`config.mk`:
```
export PLATFORM = sky130hd
export DESIGN_NAME = flash_pgm_seq
export DESIGN_NICKNAME = d
export VERILOG_FILES = /design/src/rtl/flash_pgm_pkg.sv /design/src/rtl/pgm_wait_timer.sv /design/src/rtl/pgm_loop_ctr.sv /design/src/rtl/pgm_vfy_track.sv /design/src/rtl/flash_pgm_seq.sv
export SDC_FILE = /design/constraint.sdc
export NUM_CORES = 1
export LEC_CHECK = 0
export BUFFER_PORTS_ARGS = -buffer_cell sky130_fd_sc_hd__buf_4
export CAP_MARGIN = 20
export CELL_PAD_IN_SITES_DETAIL_PLACEMENT = 1
export CELL_PAD_IN_SITES_GLOBAL_PLACEMENT = 2
export CORE_UTILIZATION = 36
export DETAILED_ROUTE_END_ITERATION = 12
export PLACE_DENSITY = 0.86
export REMOVE_ABC_BUFFERS = 1
export SLEW_MARGIN = 30
export SYNTH_ARGS = -nofsm -noshare
export SYNTH_HDL_FRONTEND = slang
export SYNTH_HIERARCHICAL = 1
export SYNTH_SLANG_ARGS = --single-unit
```
`constraint.sdc`:
```
create_clock -name clk -period 5.5 [get_ports clk]
set_clock_uncertainty 0.15 [all_clocks]
set_input_delay 0.55 -clock clk [delete_from_list [all_inputs] [get_ports clk]]
set_output_delay 0.55 -clock clk [all_outputs]
set_load 0.005 [all_outputs]
```
`src/rtl/flash_pgm_pkg.sv`:
```
package flash_pgm_pkg;
  typedef enum logic [3:0] {
    S_IDLE, S_ARM, S_LOAD, S_PREP, S_PULSE, S_HOLD, S_UNPREP,
    S_VSET, S_DMY, S_VGAP, S_RD, S_VCLR, S_DISARM
  } seq_state_t;
endpackage

```
`src/rtl/pgm_wait_timer.sv`:
```
module pgm_wait_timer #(
  parameter int CNT_W = 16
) (
  input  logic             clk,
  input  logic             rst,
  input  logic             load,
  input  logic [CNT_W-1:0] val,
  output logic             zero
);
  logic [CNT_W-1:0] cnt;

  always_ff @(posedge clk) begin
    if (rst)             cnt <= '0;
    else if (load)       cnt <= val;
    else if (cnt != '0)  cnt <= cnt - 1'b1;
  end

  assign zero = (cnt == '0);
endmodule

```
`src/rtl/pgm_loop_ctr.sv`:
```
module pgm_loop_ctr #(
  parameter int N_MAX       = 1000,
  parameter int SHORT_LOOPS = 6,
  parameter int LOOP_W      = 10
) (
  input  logic clk,
  input  logic rst,
  input  logic init,
  input  logic step,
  output logic long_sel,
  output logic add_ok,
  output logic at_max
);
  logic [LOOP_W-1:0] loop_n;

  always_ff @(posedge clk) begin
    if (rst)                                  loop_n <= '0;
    else if (init)                            loop_n <= LOOP_W'(1);
    else if (step && (32'(loop_n) < N_MAX))   loop_n <= loop_n + 1'b1;
  end

  assign long_sel = 32'(loop_n) > SHORT_LOOPS;
  assign add_ok   = 32'(loop_n) <= SHORT_LOOPS;
  assign at_max   = 32'(loop_n) >= N_MAX;


  loop_bound_chk: assert property (@(posedge clk) disable iff (rst)
    32'(loop_n) <= N_MAX);
endmodule

```
`src/rtl/pgm_vfy_track.sv`:
```
module pgm_vfy_track #(
  parameter int PAGE_WORDS = 64,
  parameter int WIDX_W     = 6
) (
  input  logic              clk,
  input  logic              rst,
  input  logic              pass_start,
  input  logic              word_done,
  input  logic              word_ok,
  output logic [WIDX_W-1:0] widx,
  output logic              last,
  output logic              miss
);
  always_ff @(posedge clk) begin
    if (rst) begin
      widx <= '0;
      miss <= 1'b0;
    end else if (pass_start) begin
      widx <= '0;
      miss <= 1'b0;
    end else if (word_done) begin
      if (!last)    widx <= widx + 1'b1;
      if (!word_ok) miss <= 1'b1;
    end
  end

  assign last = (32'(widx) == PAGE_WORDS - 1);


  word_range_chk: assert property (@(posedge clk) disable iff (rst)
    32'(widx) < PAGE_WORDS);
endmodule

```
`src/rtl/flash_pgm_seq.sv`:
```
module flash_pgm_seq
  import flash_pgm_pkg::*;
#(
  parameter int PAGE_WORDS  = 64,
  parameter int CNT_W       = 16,
  parameter int N_MAX       = 1000,
  parameter int SHORT_LOOPS = 6,
  parameter int T_ARM       = 100,
  parameter int T_PREP      = 5000,
  parameter int T_SHORT     = 3000,
  parameter int T_LONG      = 20000,
  parameter int T_ADD       = 1000,
  parameter int T_HOLD      = 500,
  parameter int T_UNPREP    = 500,
  parameter int T_VSET      = 400,
  parameter int T_VGAP      = 200,
  parameter int T_VCLR      = 200,
  parameter int T_DISARM    = 10000,
  localparam int WIDX_W     = (PAGE_WORDS > 1) ? $clog2(PAGE_WORDS) : 1
) (
  input  logic              clk,
  input  logic              rst,
  input  logic              start,
  input  logic              load_ack_i,
  input  logic              rd_valid_i,
  input  logic              rd_ok_i,
  output logic              busy_o,
  output logic              done_o,
  output logic              fail_o,
  output logic              wdt_en_o,
  output logic              arm_o,
  output logic              prep_o,
  output logic              pulse_o,
  output logic              vfy_o,
  output logic              add_pass_o,
  output logic              load_req_o,
  output logic              dummy_wr_o,
  output logic              rd_req_o,
  output logic [WIDX_W-1:0] vfy_word_o
);
  localparam int LOOP_W = $clog2(N_MAX + 1);
  localparam logic [CNT_W-1:0] L_ARM    = CNT_W'(T_ARM - 1);
  localparam logic [CNT_W-1:0] L_PREP   = CNT_W'(T_PREP - 1);
  localparam logic [CNT_W-1:0] L_SHORT  = CNT_W'(T_SHORT - 1);
  localparam logic [CNT_W-1:0] L_LONG   = CNT_W'(T_LONG - 1);
  localparam logic [CNT_W-1:0] L_ADD    = CNT_W'(T_ADD - 1);
  localparam logic [CNT_W-1:0] L_HOLD   = CNT_W'(T_HOLD - 1);
  localparam logic [CNT_W-1:0] L_UNPREP = CNT_W'(T_UNPREP - 1);
  localparam logic [CNT_W-1:0] L_VSET   = CNT_W'(T_VSET - 1);
  localparam logic [CNT_W-1:0] L_VGAP   = CNT_W'(T_VGAP - 1);
  localparam logic [CNT_W-1:0] L_VCLR   = CNT_W'(T_VCLR - 1);
  localparam logic [CNT_W-1:0] L_DISARM = CNT_W'(T_DISARM - 1);

  seq_state_t       st, nxt;
  logic             tld, tz;
  logic [CNT_W-1:0] tval;
  logic             lp_init, lp_step, long_sel, add_ok, at_max;
  logic             pass_start, word_done, last, miss;
  logic             set_add, set_fail, addm, res_fail;

  pgm_wait_timer #(.CNT_W(CNT_W)) u_tmr (
    .clk(clk), .rst(rst), .load(tld), .val(tval), .zero(tz)
  );

  pgm_loop_ctr #(.N_MAX(N_MAX), .SHORT_LOOPS(SHORT_LOOPS), .LOOP_W(LOOP_W)) u_loop (
    .clk(clk), .rst(rst), .init(lp_init), .step(lp_step),
    .long_sel(long_sel), .add_ok(add_ok), .at_max(at_max)
  );

  assign word_done = (st == S_RD) && rd_valid_i;

  pgm_vfy_track #(.PAGE_WORDS(PAGE_WORDS), .WIDX_W(WIDX_W)) u_vfy (
    .clk(clk), .rst(rst), .pass_start(pass_start), .word_done(word_done),
    .word_ok(rd_ok_i), .widx(vfy_word_o), .last(last), .miss(miss)
  );

  always_comb begin
    nxt = st; tld = 1'b0; tval = '0;
    lp_init = 1'b0; lp_step = 1'b0; pass_start = 1'b0;
    set_add = 1'b0; set_fail = 1'b0;
    unique case (st)
      S_IDLE:   if (start) begin nxt = S_ARM; tld = 1'b1; tval = L_ARM; lp_init = 1'b1; end
      S_ARM:    if (tz) nxt = S_LOAD;
      S_LOAD:   if (load_ack_i) begin nxt = S_PREP; tld = 1'b1; tval = L_PREP; end
      S_PREP:   if (tz) begin
                  nxt = S_PULSE; tld = 1'b1;
                  tval = addm ? L_ADD : (long_sel ? L_LONG : L_SHORT);
                end
      S_PULSE:  if (tz) begin nxt = S_HOLD; tld = 1'b1; tval = L_HOLD; end
      S_HOLD:   if (tz) begin nxt = S_UNPREP; tld = 1'b1; tval = L_UNPREP; end
      S_UNPREP: if (tz) begin
                  tld = 1'b1;
                  if (addm) begin nxt = S_DISARM; tval = L_DISARM; end
                  else begin nxt = S_VSET; tval = L_VSET; pass_start = 1'b1; end
                end
      S_VSET:   if (tz) nxt = S_DMY;
      S_DMY:    begin nxt = S_VGAP; tld = 1'b1; tval = L_VGAP; end
      S_VGAP:   if (tz) nxt = S_RD;
      S_RD:     if (rd_valid_i) begin
                  if (last) begin nxt = S_VCLR; tld = 1'b1; tval = L_VCLR; end
                  else nxt = S_DMY;
                end
      S_VCLR:   if (tz) begin
                  if (!miss) begin
                    if (add_ok) begin nxt = S_LOAD; set_add = 1'b1; end
                    else begin nxt = S_DISARM; tld = 1'b1; tval = L_DISARM; end
                  end else if (at_max) begin
                    nxt = S_DISARM; tld = 1'b1; tval = L_DISARM; set_fail = 1'b1;
                  end else begin
                    nxt = S_LOAD; lp_step = 1'b1;
                  end
                end
      S_DISARM: if (tz) nxt = S_IDLE;
      default:  nxt = S_IDLE;
    endcase
  end

  always_ff @(posedge clk) begin
    if (rst) begin
      st <= S_IDLE; addm <= 1'b0; res_fail <= 1'b0;
      busy_o <= 1'b0; wdt_en_o <= 1'b0; done_o <= 1'b0; fail_o <= 1'b0;
      arm_o <= 1'b0; prep_o <= 1'b0; pulse_o <= 1'b0; vfy_o <= 1'b0;
      load_req_o <= 1'b0; dummy_wr_o <= 1'b0; rd_req_o <= 1'b0;
    end else begin
      st <= nxt;
      if (lp_init) begin addm <= 1'b0; res_fail <= 1'b0; end
      if (set_add)  addm <= 1'b1;
      if (set_fail) res_fail <= 1'b1;
      busy_o     <= (nxt != S_IDLE);
      wdt_en_o   <= (nxt != S_IDLE);
      arm_o      <= (nxt != S_IDLE) && (nxt != S_DISARM);
      prep_o     <= (nxt == S_PREP) || (nxt == S_PULSE) || (nxt == S_HOLD);
      pulse_o    <= (nxt == S_PULSE);
      vfy_o      <= (nxt == S_VSET) || (nxt == S_DMY) || (nxt == S_VGAP) || (nxt == S_RD);
      load_req_o <= (nxt == S_LOAD);
      dummy_wr_o <= (nxt == S_DMY);
      rd_req_o   <= (nxt == S_RD);
      done_o     <= (st == S_DISARM) && tz && !res_fail;
      fail_o     <= (st == S_DISARM) && tz && res_fail;
    end
  end

  assign add_pass_o = addm;


  prep_guard_chk: assert property (@(posedge clk) disable iff (rst)
    pulse_o |-> prep_o);

  vfy_excl_chk: assert property (@(posedge clk) disable iff (rst)
    vfy_o |-> !prep_o);

  end_quiet_chk: assert property (@(posedge clk) disable iff (rst)
    (done_o || fail_o) |-> (!arm_o && !busy_o));

  result_excl_chk: assert property (@(posedge clk) disable iff (rst)
    !(done_o && fail_o));

  load_before_prep_chk: assert property (@(posedge clk) disable iff (rst)
    $rose(prep_o) |-> $past(load_req_o));
endmodule

```
**Word-level counts from Yosys, hierarchy flattened**

Index checks and enable logic that the tools add are counted.

- Flip-flop bits (word level): 49
- Bits of input ports: 6
- Output and inout bits: 18

- Add/sub/neg operators: 3
- $lt $le $gt $ge: 4
- Eq/ne operators: 22
- Muxes and demuxes: 65
- Bitwise operators: 2
- Reductions and logical operators: 26

Operator list:

| kind | number |
|---|---|
| $pmux W16 S8 | 1 |
| $mux W16 | 4 |
| $mux W4 | 16 |
| $mux W14 | 4 |
| $pmux W4 S13 | 1 |
| $mux W15 | 3 |
| $eq A4 B4 Y1 const B | 8 |
| $mux W1 | 29 |
| $eq A4 B3 Y1 const B | 7 |
| $eq A4 B2 Y1 const B | 4 |
| $logic_not A16 Y1 | 1 |
| $mux W8 | 2 |
| $reduce_bool A16 Y1 | 1 |
| $sub A16 B1 Y16 const B | 1 |
| $mux W13 | 1 |
| $add A10 B1 Y10 const B | 1 |
| $ge A10 B10 Y1 const B | 1 |
| $gt A10 B3 Y1 const B | 1 |
| $le A10 B3 Y1 const B | 1 |
| $lt A10 B10 Y1 const B | 1 |
| $mux W9 | 1 |
| $reduce_bool A2 Y1 | 4 |
| $mux W7 | 1 |
| $add A6 B1 Y6 const B | 1 |
| other kinds (14) | 27 |

**Depth between registers and ports, before layout**

Gate-level depths: netlist (run 1).

- Word-level depth: 9
- Gate-level depth with buffers: 15
- Gate-level depth less buffers: 14

**By module**

The synthesis (run 1) kept the hierarchy.

Modules (own cells, without submodules):

| module | instances | cells an instance | area each (um^2) |
|---|---|---|---|
| flash_pgm_seq | 1 | 149 | 1133.6 |
| pgm_wait_timer | 1 | 116 | 964.7 |
| pgm_loop_ctr | 1 | 77 | 676.9 |
| pgm_vfy_track | 1 | 37 | 327.8 |

**Worst setup path before layout (run 1)**

No wires, ideal clock.

- Kind: register to register
- Start point: register u_tmr.cnt[0]
- End point: register u_tmr.cnt[13]
- Setup time: 78 ps
- Arrival time: 3647 ps
- Data required time: 5272 ps
- Slack: 1626 ps
- Cell stages (with the launch flop): 16
- Path buffers: 1
- Period minus slack after synthesis: 3874 ps
- Cell sequence: dfxtp_1 inv_1 ha_1 or3b_2 or4_4 nor2_1 and2_1 nand2_1 nor2_1 nand2_1 o211ai_1 nor2b_1 clkbuf_1 a21oi_1 a31o_2 nor3_1

- Word-level cells in the longest chain between the ends: 4
- Elaborated cells between the ends (all ways): 13
- Those cells by class: add/sub: 1; mux: 9; reduce/logical: 3

Ends and longest elaborated chain:

| what | RTL line | text |
|---|---|---|
| start: declaration | pgm_wait_timer.sv:10 | `logic [CNT_W-1:0] cnt;` |
| start signal: assignment | pgm_wait_timer.sv:14 | `else if (load) cnt <= val;` |
| start signal: assignment | pgm_wait_timer.sv:15 | `else if (cnt != '0) cnt <= cnt - 1'b1;` |
| $logic_not A16 Y1 (*) | pgm_wait_timer.sv:18 | `assign zero = (cnt == '0);` |
| named net tz | flash_pgm_seq.sv:55 | `logic tld, tz;` |
| $mux W1, on equally long branches | -- |  |
| $pmux W1 S6 (*) | flash_pgm_seq.sv:81 | `unique case (st)` |
| named net tld | flash_pgm_seq.sv:55 |  |
| $mux W16 / $reduce_bool A2 Y1 (equally long branches) | -- |  |

Mark *: on every way through the listed nets, which the timed path passes. The rest lies on a longest branch. The select of a mux whose other input is x is not followed.
A chain may end at the register's enable or synchronous reset.

**Worst setup path in the final report (run 1)**

Same ends and word-level chain as after synthesis.

==> impl_metrics.toml, run 1 <==
[outcome]
status = "finished, final reports clean"

[yosys]
yosys.area.top_type = "dfxtp_1"
netlist_top_cells_area = "dfxtp_1 32%, nand2_1 6.2%, a21oi_1 4.0%"
synth_top_area_share_pct = 31.61
synthArstFlopShare_pct = 0
syn_area_um2 = 3103
synth_cell_types = 76
syn_area_per_cell_um2 = 8.187
synthFlopType = "dfxtp_1"
netlist_instances = 379
ys_ff_latch = 49
synth.yosys.warnings = 6
yosysSeqAreaShare_pct = 31.61
synth-edff-count = 0

[finish]
syn_to_final_growth_pct = 10.85
drive_gt1_share_pct = 15.15
utilization_pct = 41.44
stdcell_count = 501
layout_common_cells = "51 x nand2_1, 49 x dfxtp_1, 26 x nor2_1"
nFillCells = 1012
final_common_cell = "nand2_1"
diodes = 0
nets = 405

[placement]
numPlacedInstances = 492
port-buffer-count = 23
routabilityCongestion = 0.8049
dp_hpwl_um = 6114

[die]
fp.dieH_um = 94.84
initial_core_util_pct = 37.39
die_w_um = 94.84
die_area_um2 = 8995
ios = 24
coreArea_um2 = 8299
rows = 33

[sta]
drv_slew = 0
setup_tns_ns = 0
final-setup-viol-count = 0
hold_viol_final = 0
rsz0062_at_grt = "false"
min_period_ns = 4.461
slew_headroom_pct = 51.10
tightest_slew_ns = 0.7325
fin_crit_sh_pct = 81.11
fmax_mhz = 224.2

[run]
cap_violations = 0

[clocking]
ctsHoldBuffers = 0
cts_resized = 0
htree_levels = 2
cts-root-buf = "clkbuf_8"
cts_tree = "built"
cts.sink_count = 49
clock_path_buffers = 2
insertion_delay_ns = 0.31
post_cts_buffers = 0
cts.reportedPaths.clkPinSlew_ns = 0.09
numCtsBuffers = 5

[worst_setup_path]
rrSetupSlack_ns = 1.04
endpoint_kind = "register"
regToRegEndpoint = "u_tmr/cnt[13]$_SDFFE_PP0P_"
cp_slowest_cell = "or4_4"
arrival_ns = 4.54
crit_type = "register to register"
required_ns = 5.58
worst_path_largest_cell_delay_ns = 0.58
crit_top_cell = "nand2_1"
crit_chain = "inv_1 > ha_1 > or3b_2 > or4_4 > nor2_1 > buf_4 > and2_1 > nand2_1 > nor2_1 > nand2_1 > o211ai_1 > clkbuf_4 > nor2b_1 > buf_4 > nand2_1 > a31o_2 > nor3_1"
crit_path_start_kind = "register"
path_max_fanout = 15
reg2reg_depth = 17
r2r-start = "u_tmr/cnt[0]$_SDFFE_PP0P_"

[detailed_routing]
routedWlPerCell_um = 16.59
detail-route-antenna-nets = 0
firstDrtPassIters = 4
routed_wl_um = 8310
vias = 2831
drc = 0
routed_via_density = 5.651
drtIter0Drc = 64

[power]
power_per_cell_area_nw_per_um2 = 406.5
leakagePower_uw = 0.001270
worst_ir_drop_vdd_v = 0.0001425
p_total_uw = 1398

[global_routing]
grt_pass1_vias = 2832
overflow = 0
grt_pass1_wl_um = 13970
grtUsageTotal_pct = 19.72
antenna_found_initial = 0
grt_max_degree = 42

[min_path]
holdCritStartpoint = "res_fail$_SDFFE_PP0P_"
hold_path_depth = 1
hold_path_end = "done_o$_SDFF_PP0_"
holdCritPathClass = "register to register"
## worst max-delay path: cells and delay by family (launching register included)
family | cells | cell delay [ns]
DFF | 1 | 0.34
buffers and inverters | 4 | 0.81
and+or+nand+nor | 10 | 2.39
AOI/OAI and AO/OA | 2 | 0.49
adders and majority gates | 1 | 0.20
## cells by family (layout without fill, tap and decap cells)
group	Yosys count	count (layout)	synth area share [%]
and+or+nand+nor	179	179	32.54
adders and majority gates	4	4	1.613
xor gates and xnor gates	9	9	2.540
AOI/OAI and AO/OA	92	92	22.18
buffers and inverters	34	49	5.806
other	1	3	0.1209
DFF	49	49	31.61
muxes	11	11	3.589
## registers in the layout, indices dropped and copies added, names as in the netlist
name / cells
add_pass_o: 1
pulse_o: 1
u_vfy/miss: 1
done_o: 1
u_tmr/cnt: 16
vfy_o: 1
rd_req_o: 1
res_fail: 1
wdt_en_o: 1
st: 4
fail_o: 1
prep_o: 1
arm_o: 1
u_loop/loop_n: 10
dummy_wr_o: 1
load_req_o: 1
u_vfy/widx: 6
## through the flow
step,worst slack [ns],instance area [um^2],hold slack [ns]
finish,1.039,3440,0.3400
global route,0.7175,3440,0.3710
CTS,1.065,3426,0.3450
detailed placement,1.130,3306,0.3218
global placement,1.252,3306,0.3319
floorplan,1.049,2987,0.2636
## report_power, final
group	leakage (uW)	internal, uW	switching [uW]
Combinational	0.000815	274	373
Sequential	0.000398	407	71.2
Clock	0.0000574	148	124
Total	0.00127	830	569
## worst max-delay path by stage
stage	depth (start not counted)	start	to
2_1_floorplan	14	u_tmr/cnt[0]$_SDFFE_PP0P_	u_tmr/cnt[13]$_SDFFE_PP0P_
3_3_place_gp	16	u_tmr/cnt[0]$_SDFFE_PP0P_	u_tmr/cnt[13]$_SDFFE_PP0P_
3_5_place_dp	16	u_tmr/cnt[0]$_SDFFE_PP0P_	u_tmr/cnt[13]$_SDFFE_PP0P_
4_1_cts	16	u_tmr/cnt[0]$_SDFFE_PP0P_	u_tmr/cnt[13]$_SDFFE_PP0P_
5_1_grt	17	u_tmr/cnt[0]$_SDFFE_PP0P_	u_tmr/cnt[13]$_SDFFE_PP0P_
6_report	17	u_tmr/cnt[0]$_SDFFE_PP0P_	u_tmr/cnt[13]$_SDFFE_PP0P_
## area by class of cell
type,instances,area [um^2],share of cell area [%]
multi-input combinational,298,1956,56.86
sequential,49,980.9,28.52
timing repair buffer,26,195.2,5.675
tap,105,131.4,3.820
clock buffer,6,82.58,2.401
inverter,15,56.30,1.637
clock inverter,2,37.54,1.091
## per-layer routing
metal | vias up | routed length [um] | global-route usage (%)
met3 | 7 | 165 | 3.060
met5 | - | 0 | 0
met2 | 26 | 3947 | 33.09
li1 | 1414 | - | -
met4 | 0 | 75 | 5.051
met1 | 1384 | 4122 | 26.19
## Yosys cell counts, types with 2 or more instances
cell and instances:
nor4_1 5, nand3_1 12, buf_4 4, o22ai_1 2
a21oi_1 25, clkbuf_1 5, nor4_4 2, a211o_1 2
buf_6 4, o21ai_0 14, nor3b_1 4, or3_1 11
o31ai_1 3, nand2_1 51, and2b_1 2, o21ai_1 5
xnor2_1 8, a31oi_1 3, and3_1 7, o211ai_1 3
a211oi_1 3, inv_1 15, o21a_1 4, a221oi_1 2
nor3_1 12, a2111oi_4 2, nand3b_1 4, buf_2 6
dfxtp_1 49, nor2b_1 9, nand4_1 9, ha_1 4
and2_1 4, or4_2 2, a211oi_2 2, a21o_1 2
or4_4 2, nor2_1 26, nand2b_1 3, mux2i_1 10
and4b_1 2
No activity file was read; power rests on OpenSTA's default activity.
==> inputs of run 2 (changes only) <==
Settings changed: ABC_AREA set to 1, CORE_UTILIZATION 36 to 30, PLACE_DENSITY 0.86 to 0.84.
Clock period 5.5 ns to 4.1 ns, I/O delays scaled along.
==> run 2 against run 1 <==
Via count up 12%. Sequential cell count unchanged. Final cell count up 35%. Critical path type unchanged. Combinational power up 68%. Power up 47%. Non-clock buffer count down 2. Final area up 6.0%. Sequential share of layout area down 1.6 points. Hold slack worse by 0.13 ns. Highest routed layer unchanged. Count of clock-buffer cells in the layout unchanged. Register-to-register slack worse by 0.16 ns. Synthesized cell count up 37%.
==> impl_metrics.toml, run 2 <==
[clocking]
post_cts_buffers = 0
cts_resized = 0
clock_path_buffers = 2
numCtsBuffers = 5
cts.sink_count = 49
htree_levels = 2
insertion_delay_ns = 0.31
cts_tree = "built"
cts-root-buf = "clkbuf_8"
ctsHoldBuffers = 0
cts.reportedPaths.clkPinSlew_ns = 0.10

[yosys]
synthFlopType = "dfxtp_1"
ys_top_cells_by_count = "146 x nand2_1, 89 x nor2_1, 64 x inv_1"
ys_ff_latch = 49
yosys.cell_count.top_type = "nand2_1"
syn_area_per_cell_um2 = 6.266
synth.yosys.warnings = 6
synth_top_area_share_pct = 30.17
syn_area_um2 = 3252
yosysSeqAreaShare_pct = 30.17
yosys.area.top_type = "dfxtp_1"
netlist_top_cells_area = "dfxtp_1 30%, nand2_1 17%, nor2_1 10%"
netlist_instances = 519
synth_cell_types = 38
synth-edff-count = 0
synthArstFlopShare_pct = 0

[run]
cap_violations = 0

[placement]
routabilityCongestion = 0.8514
dp_hpwl_um = 7073
numPlacedInstances = 670
place_area_um2 = 3551
port-buffer-count = 23

[detailed_routing]
routed_wl_um = 8919
routed_via_density = 4.676
drc = 0
firstDrtPassIters = 4
drtIter0Drc = 118
routedWlPerCell_um = 13.15
vias = 3170
detail-route-antenna-nets = 0

[finish]
diodes = 0
layout_common_cells = "146 x nand2_1, 89 x nor2_1, 64 x inv_1"
top_regs = "u_tmr/cnt x16, u_loop/loop_n x10, u_vfy/widx x6"
nets = 551
finalInstanceArea_um2 = 3647
multi_input_area_um2 = 1943
largest-register = "u_tmr/cnt"
nFillCells = 1390
ff_latch_area_um2 = 980.9
drive_gt1_share_pct = 15.87
final_common_cell = "nand2_1"
syn_to_final_growth_pct = 12.16
largest_reg_flops = 16
stdcell_count = 678

[die]
die_w_um = 106.1
initial_core_util_pct = 31.22
die_area_um2 = 11260
coreArea_um2 = 10420
ios = 24
fp.dieH_um = 106.1
rows = 37

[power]
netSwitchingFraction_pct = 48.07
worst_ir_drop_vdd_v = 0.0003205
p_int_uw = 1066
power_per_cell_area_nw_per_um2 = 562.9
leakagePower_uw = 0.001783
power_frac_clock_pct = 15.1
p_switching_uw = 987.0
seqPwrFrac_pct = 31.5
combPwrFrac_pct = 53.3

[sta]
slew_headroom_pct = 53.44
setup_tns_ns = 0
rsz0062_at_grt = "false"
fmax_mhz = 310.2
tightest_slew_ns = 0.6931
fin_crit_sh_pct = 78.63
min_period_ns = 3.224
drv_slew = 0
hold_viol_final = 0
final-setup-viol-count = 0

[global_routing]
antenna_found_initial = 0
overflow = 0
grt_pass1_wl_um = 15130
grt_max_degree = 28
grtUsageTotal_pct = 16.70
grt_pass1_vias = 3230

[worst_setup_path]
endpoint = "u_tmr/cnt[11]$_SDFFE_PP0P_"
regToRegEndpoint = "u_tmr/cnt[11]$_SDFFE_PP0P_"
worst_path_largest_cell_delay_ns = 0.39
path_max_fanout = 22
endpoint_kind = "register"
cp_slowest_cell = "dfxtp_1"
reg2reg_depth = 17
rrSetupSlack_ns = 0.88
r2r-start = "u_tmr/cnt[0]$_SDFFE_PP0P_"
arrival_ns = 3.28
path_delay_family = "simple AND/OR/NAND/NOR gates"
crit_top_cell = "nand2_1"
crit_type = "register to register"
worstSetupStartpoint = "u_tmr/cnt[0]$_SDFFE_PP0P_"
crit_cells = 17
crit_chain = "inv_1 > ha_1 > nand2_4 > nor2_8 > nand4_4 > inv_2 > inv_2 > nor2_2 > nand2_1 > nand2_1 > nor2_1 > nand4_1 > buf_4 > inv_1 > nand3_2 > nand2_1 > nor2_1"
crit_buf_inv = 5
required_ns = 4.15
crit_path_start_kind = "register"

[outcome]
status = "finished, final reports clean"

[min_path]
holdCritPathClass = "input pin to register"
## run 2: changes by cell type in the layout (fill, tap and decap cells not counted), sizes merged, moves of 10 or more
cell   before  now
inv        15   73
mux2i      10    0
nand2      52  157
nand3      12   44
nor2       26  112
or3        11    0
## run 2: logic make-up after synthesis
logic type | share of synthesized area (%)
compound gates | 6.464
xor+xnor | 2.924
buf+inv | 10.08
simple gates | 48.71
other cells | 0.1153
flops | 30.17
fa+ha+maj | 1.539
## run 2: worst min path at each step
stage | cells after the start | to | slack, ns | startpoint
2_1_floorplan | 1 | done_o$_SDFF_PP0_ | 0.26 | res_fail$_SDFFE_PP0P_
3_3_place_gp | 1 | done_o$_SDFF_PP0_ | 0.29 | res_fail$_SDFFE_PP0P_
3_5_place_dp | 1 | done_o$_SDFF_PP0_ | 0.30 | res_fail$_SDFFE_PP0P_
4_1_cts | 4 | u_vfy/miss$_SDFFE_PP0P_ | 0.20 | rd_ok_i
5_1_grt | 4 | u_vfy/miss$_SDFFE_PP0P_ | 0.23 | rd_ok_i
6_report | 4 | u_vfy/miss$_SDFFE_PP0P_ | 0.21 | rd_ok_i
## run 2: cell type report
class                   instances  share of cell area (%)
well taps                     136                   4.666
multi-input cells             388                   53.28
clock inverters                 2                  0.3774
repair buffers                 24                   4.940
flip-flops and latches         49                   26.90
inverters                      73                   7.581
clock buffers                   6                   2.264
## run 2: per-layer routing
layer  vias to the layer above  share of wire, %  track usage [%]
met5                         -                 0                0
met4                         0              0.90            4.067
met3                         6               2.2            3.188
met2                        21                48            27.97
met1                      1485                49            21.95
li1                       1658                 -                -
## run 2: power by group through the flow
stage / Sequential, uW / Clock [uW] / Combinational (uW)
2_1_floorplan: 637 / 0 / 837
3_3_place_gp: 657 / 0 / 1080
3_5_place_dp: 660 / 0 / 1100
4_1_cts: 649 / 327 / 1110
5_1_grt: 661 / 341 / 1250
6_report: 647 / 311 / 1090
## run 2: stage by stage
stage	worst slack [ns]	hold WS (ns)	util [%]	total power (uW)
floorplan	1.036	0.2632	-	1473
global placement	1.077	0.2859	34.09	1737
detailed placement	0.9183	0.2988	34.09	1763
CTS	0.8954	0.2050	35.02	2086
global route	0.5891	0.2289	35.02	2248
finish	0.8760	0.2115	35.02	2053
## run 2: worst min-delay path, cell delays in order
cell and delay (ns):
buf_4 0.08, nor2_1 0.03, nor2_1 0.08, nor2_1 0.04
==> inputs of run 3 (changes only) <==
Settings changed: CORE_UTILIZATION 30 to 33, PLACE_DENSITY 0.84 to 0.87.
Clock period 4.1 ns to 3.1 ns, I/O delays scaled along.
==> run 3 against run 2 <==
Register-to-register slack worse by 0.54 ns. Maximum frequency up 17%. Critical path type unchanged. Power up 33%. Critical endpoint is now u_tmr/cnt[1]$_SDFFE_PP0P_.
==> impl_metrics.toml, run 3 (synthesized netlist as in run 2, its figures left out) <==
[finish]
final_common_cell = "nand2_1"
nets = 554
largest_reg_flops = 16
drive_gt1_share_pct = 16.33
layout_common_cells = "146 x nand2_1, 89 x nor2_1, 64 x inv_1"
stdcell_count = 674
utilization_pct = 39.01
top_regs = "u_tmr/cnt x16, u_loop/loop_n x10, u_vfy/widx x6"
diodes = 0
largest-register = "u_tmr/cnt"
nFillCells = 1311
syn_to_final_growth_pct = 12.43
finalInstanceArea_um2 = 3656

[worst_setup_path]
path_max_fanout = 8
arrival_ns = 2.80
endpoint_kind = "register"
worstSetupStartpoint = "u_tmr/cnt[0]$_SDFFE_PP0P_"
required_ns = 3.13
crit_type = "register to register"
crit_top_cell = "nand2_1"
regToRegEndpoint = "u_tmr/cnt[1]$_SDFFE_PP0P_"
r2r-start = "u_tmr/cnt[0]$_SDFFE_PP0P_"
cp_slowest_cell = "dfxtp_1"
endpoint = "u_tmr/cnt[1]$_SDFFE_PP0P_"
worst_path_largest_cell_delay_ns = 0.38
rrSetupSlack_ns = 0.33
reg2reg_depth = 16
crit_buf_inv = 4
crit_cells = 16
crit_path_start_kind = "register"
crit_chain = "inv_1 > ha_1 > nand2_4 > nor2_8 > nand4_4 > inv_2 > inv_2 > nor2_2 > nand2_1 > nand2_1 > nor2_1 > nand4_1 > inv_1 > nand3_2 > nand2_1 > a21oi_1"
path_delay_family = "simple AND/OR/NAND/NOR gates"

[die]
die_w_um = 101.3
fp.dieH_um = 101.3
coreArea_um2 = 9371
die_area_um2 = 10260
initial_core_util_pct = 34.70
rows = 35
ios = 24

[detailed_routing]
vias = 3224
drtIter0Drc = 87
firstDrtPassIters = 4
detail-route-antenna-nets = 0
routed_wl_um = 8869
routedWlPerCell_um = 13.16
routed_via_density = 4.783
drc = 0

[power]
worst_ir_drop_vdd_v = 0.0002379
power_per_cell_area_nw_per_um2 = 745.3
leakagePower_uw = 0.001795

[min_path]
holdCritPathClass = "input pin to register"
hold_path_depth = 4

[sta]
setup_ws_ns = 0.3333
fin_crit_sh_pct = 89.25
final-setup-viol-count = 0
slew_headroom_pct = 51.50
fmax_mhz = 361.4
tightest_slew_ns = 0.7220
rsz0062_at_grt = "false"
min_period_ns = 2.767
setup_tns_ns = 0
drv_slew = 0
hold_viol_final = 0

[global_routing]
antenna_found_initial = 0
grt_pass1_vias = 3231
grt_max_degree = 28
overflow = 0
met3_usage_pct = 2.692
grt_pass1_wl_um = 15230
grtUsageTotal_pct = 18.70
grt_use_met1_pct = 24.28
grt_util_met2_pct = 32.60
globalRoute.busiestLayer = "met2"

[placement]
numPlacedInstances = 666
pre_cts_ws_ns = 0.3501
dp_hpwl_um = 7091
routabilityCongestion = 0.8350
place_area_um2 = 3565
port-buffer-count = 23

[run]
cap_violations = 0

[clocking]
cts_resized = 0
clock_path_buffers = 2
cts-root-buf = "clkbuf_8"
htree_levels = 2
ctsHoldBuffers = 0
insertion_delay_ns = 0.31
post_cts_buffers = 0
numCtsBuffers = 5
cts_tree = "built"
cts.sink_count = 49
cts.reportedPaths.clkPinSlew_ns = 0.10

[outcome]
status = "finished, final reports clean"
## run 3: changes by cell type in the layout (fill, tap and decap cells not counted)
cell      before  now
clkbuf_8       6    5
clkinv_4       1    2
buf_4         24   27
## run 3: how the worst min path moves through the flow
| stage | from | endpoint | slack, ns |
|---|---|---|---|
| detailed placement | res_fail$_SDFFE_PP0P_ | fail_o$_SDFF_PP0_ | 0.31 |
| global placement | res_fail$_SDFFE_PP0P_ | done_o$_SDFF_PP0_ | 0.30 |
| global route | rd_ok_i | u_vfy/miss$_SDFFE_PP0P_ | 0.13 |
| floorplan | rst | add_pass_o$_SDFFE_PP0P_ | 0.23 |
| finish | rd_ok_i | u_vfy/miss$_SDFFE_PP0P_ | 0.12 |
| CTS | rd_ok_i | u_vfy/miss$_SDFFE_PP0P_ | 0.11 |
## run 3: area by class of cell
class | instances | area [um^2] | area share [%]
flip-flops and latches | 49 | 980.9 | 26.83
multi-input cells | 388 | 1943 | 53.15
clock inverters | 3 | 22.52 | 0.6160
well taps | 129 | 161.4 | 4.415
inverters | 73 | 276.5 | 7.563
clock buffers | 5 | 68.82 | 1.882
repair buffers | 27 | 202.7 | 5.544
## run 3: where the power goes
group          switching, uW  internal (uW)
Combinational            958            507
Clock                    240            161
Sequential               119            740
## run 3: worst register-to-register path: stages (launching register included)
cell	delay [ns]
dfxtp_1	0.38
inv_1	0.09
ha_1	0.25
nand2_4	0.15
nor2_8	0.06
nand4_4	0.11
inv_2	0.05
inv_2	0.11
nor2_2	0.08
nand2_1	0.14
nand2_1	0.07
nor2_1	0.17
nand4_1	0.14
inv_1	0.24
nand3_2	0.24
nand2_1	0.13
a21oi_1	0.08
## run 3: metrics by stage
stage	power, uW	hold WS, ns
2_1_floorplan	1949	0.2291
3_3_place_gp	2316	0.2967
3_5_place_dp	2351	0.3089
4_1_cts	2766	0.1051
5_1_grt	2978	0.1345
6_report	2725	0.1164
## run 3: routing by layer
layer / vias to the layer above / share of wire, %
li1: 1667 / -
met1: 1527 / 48
met2: 19 / 49
met3: 11 / 1.8
met4: 0 / 1.2
met5: - / 0
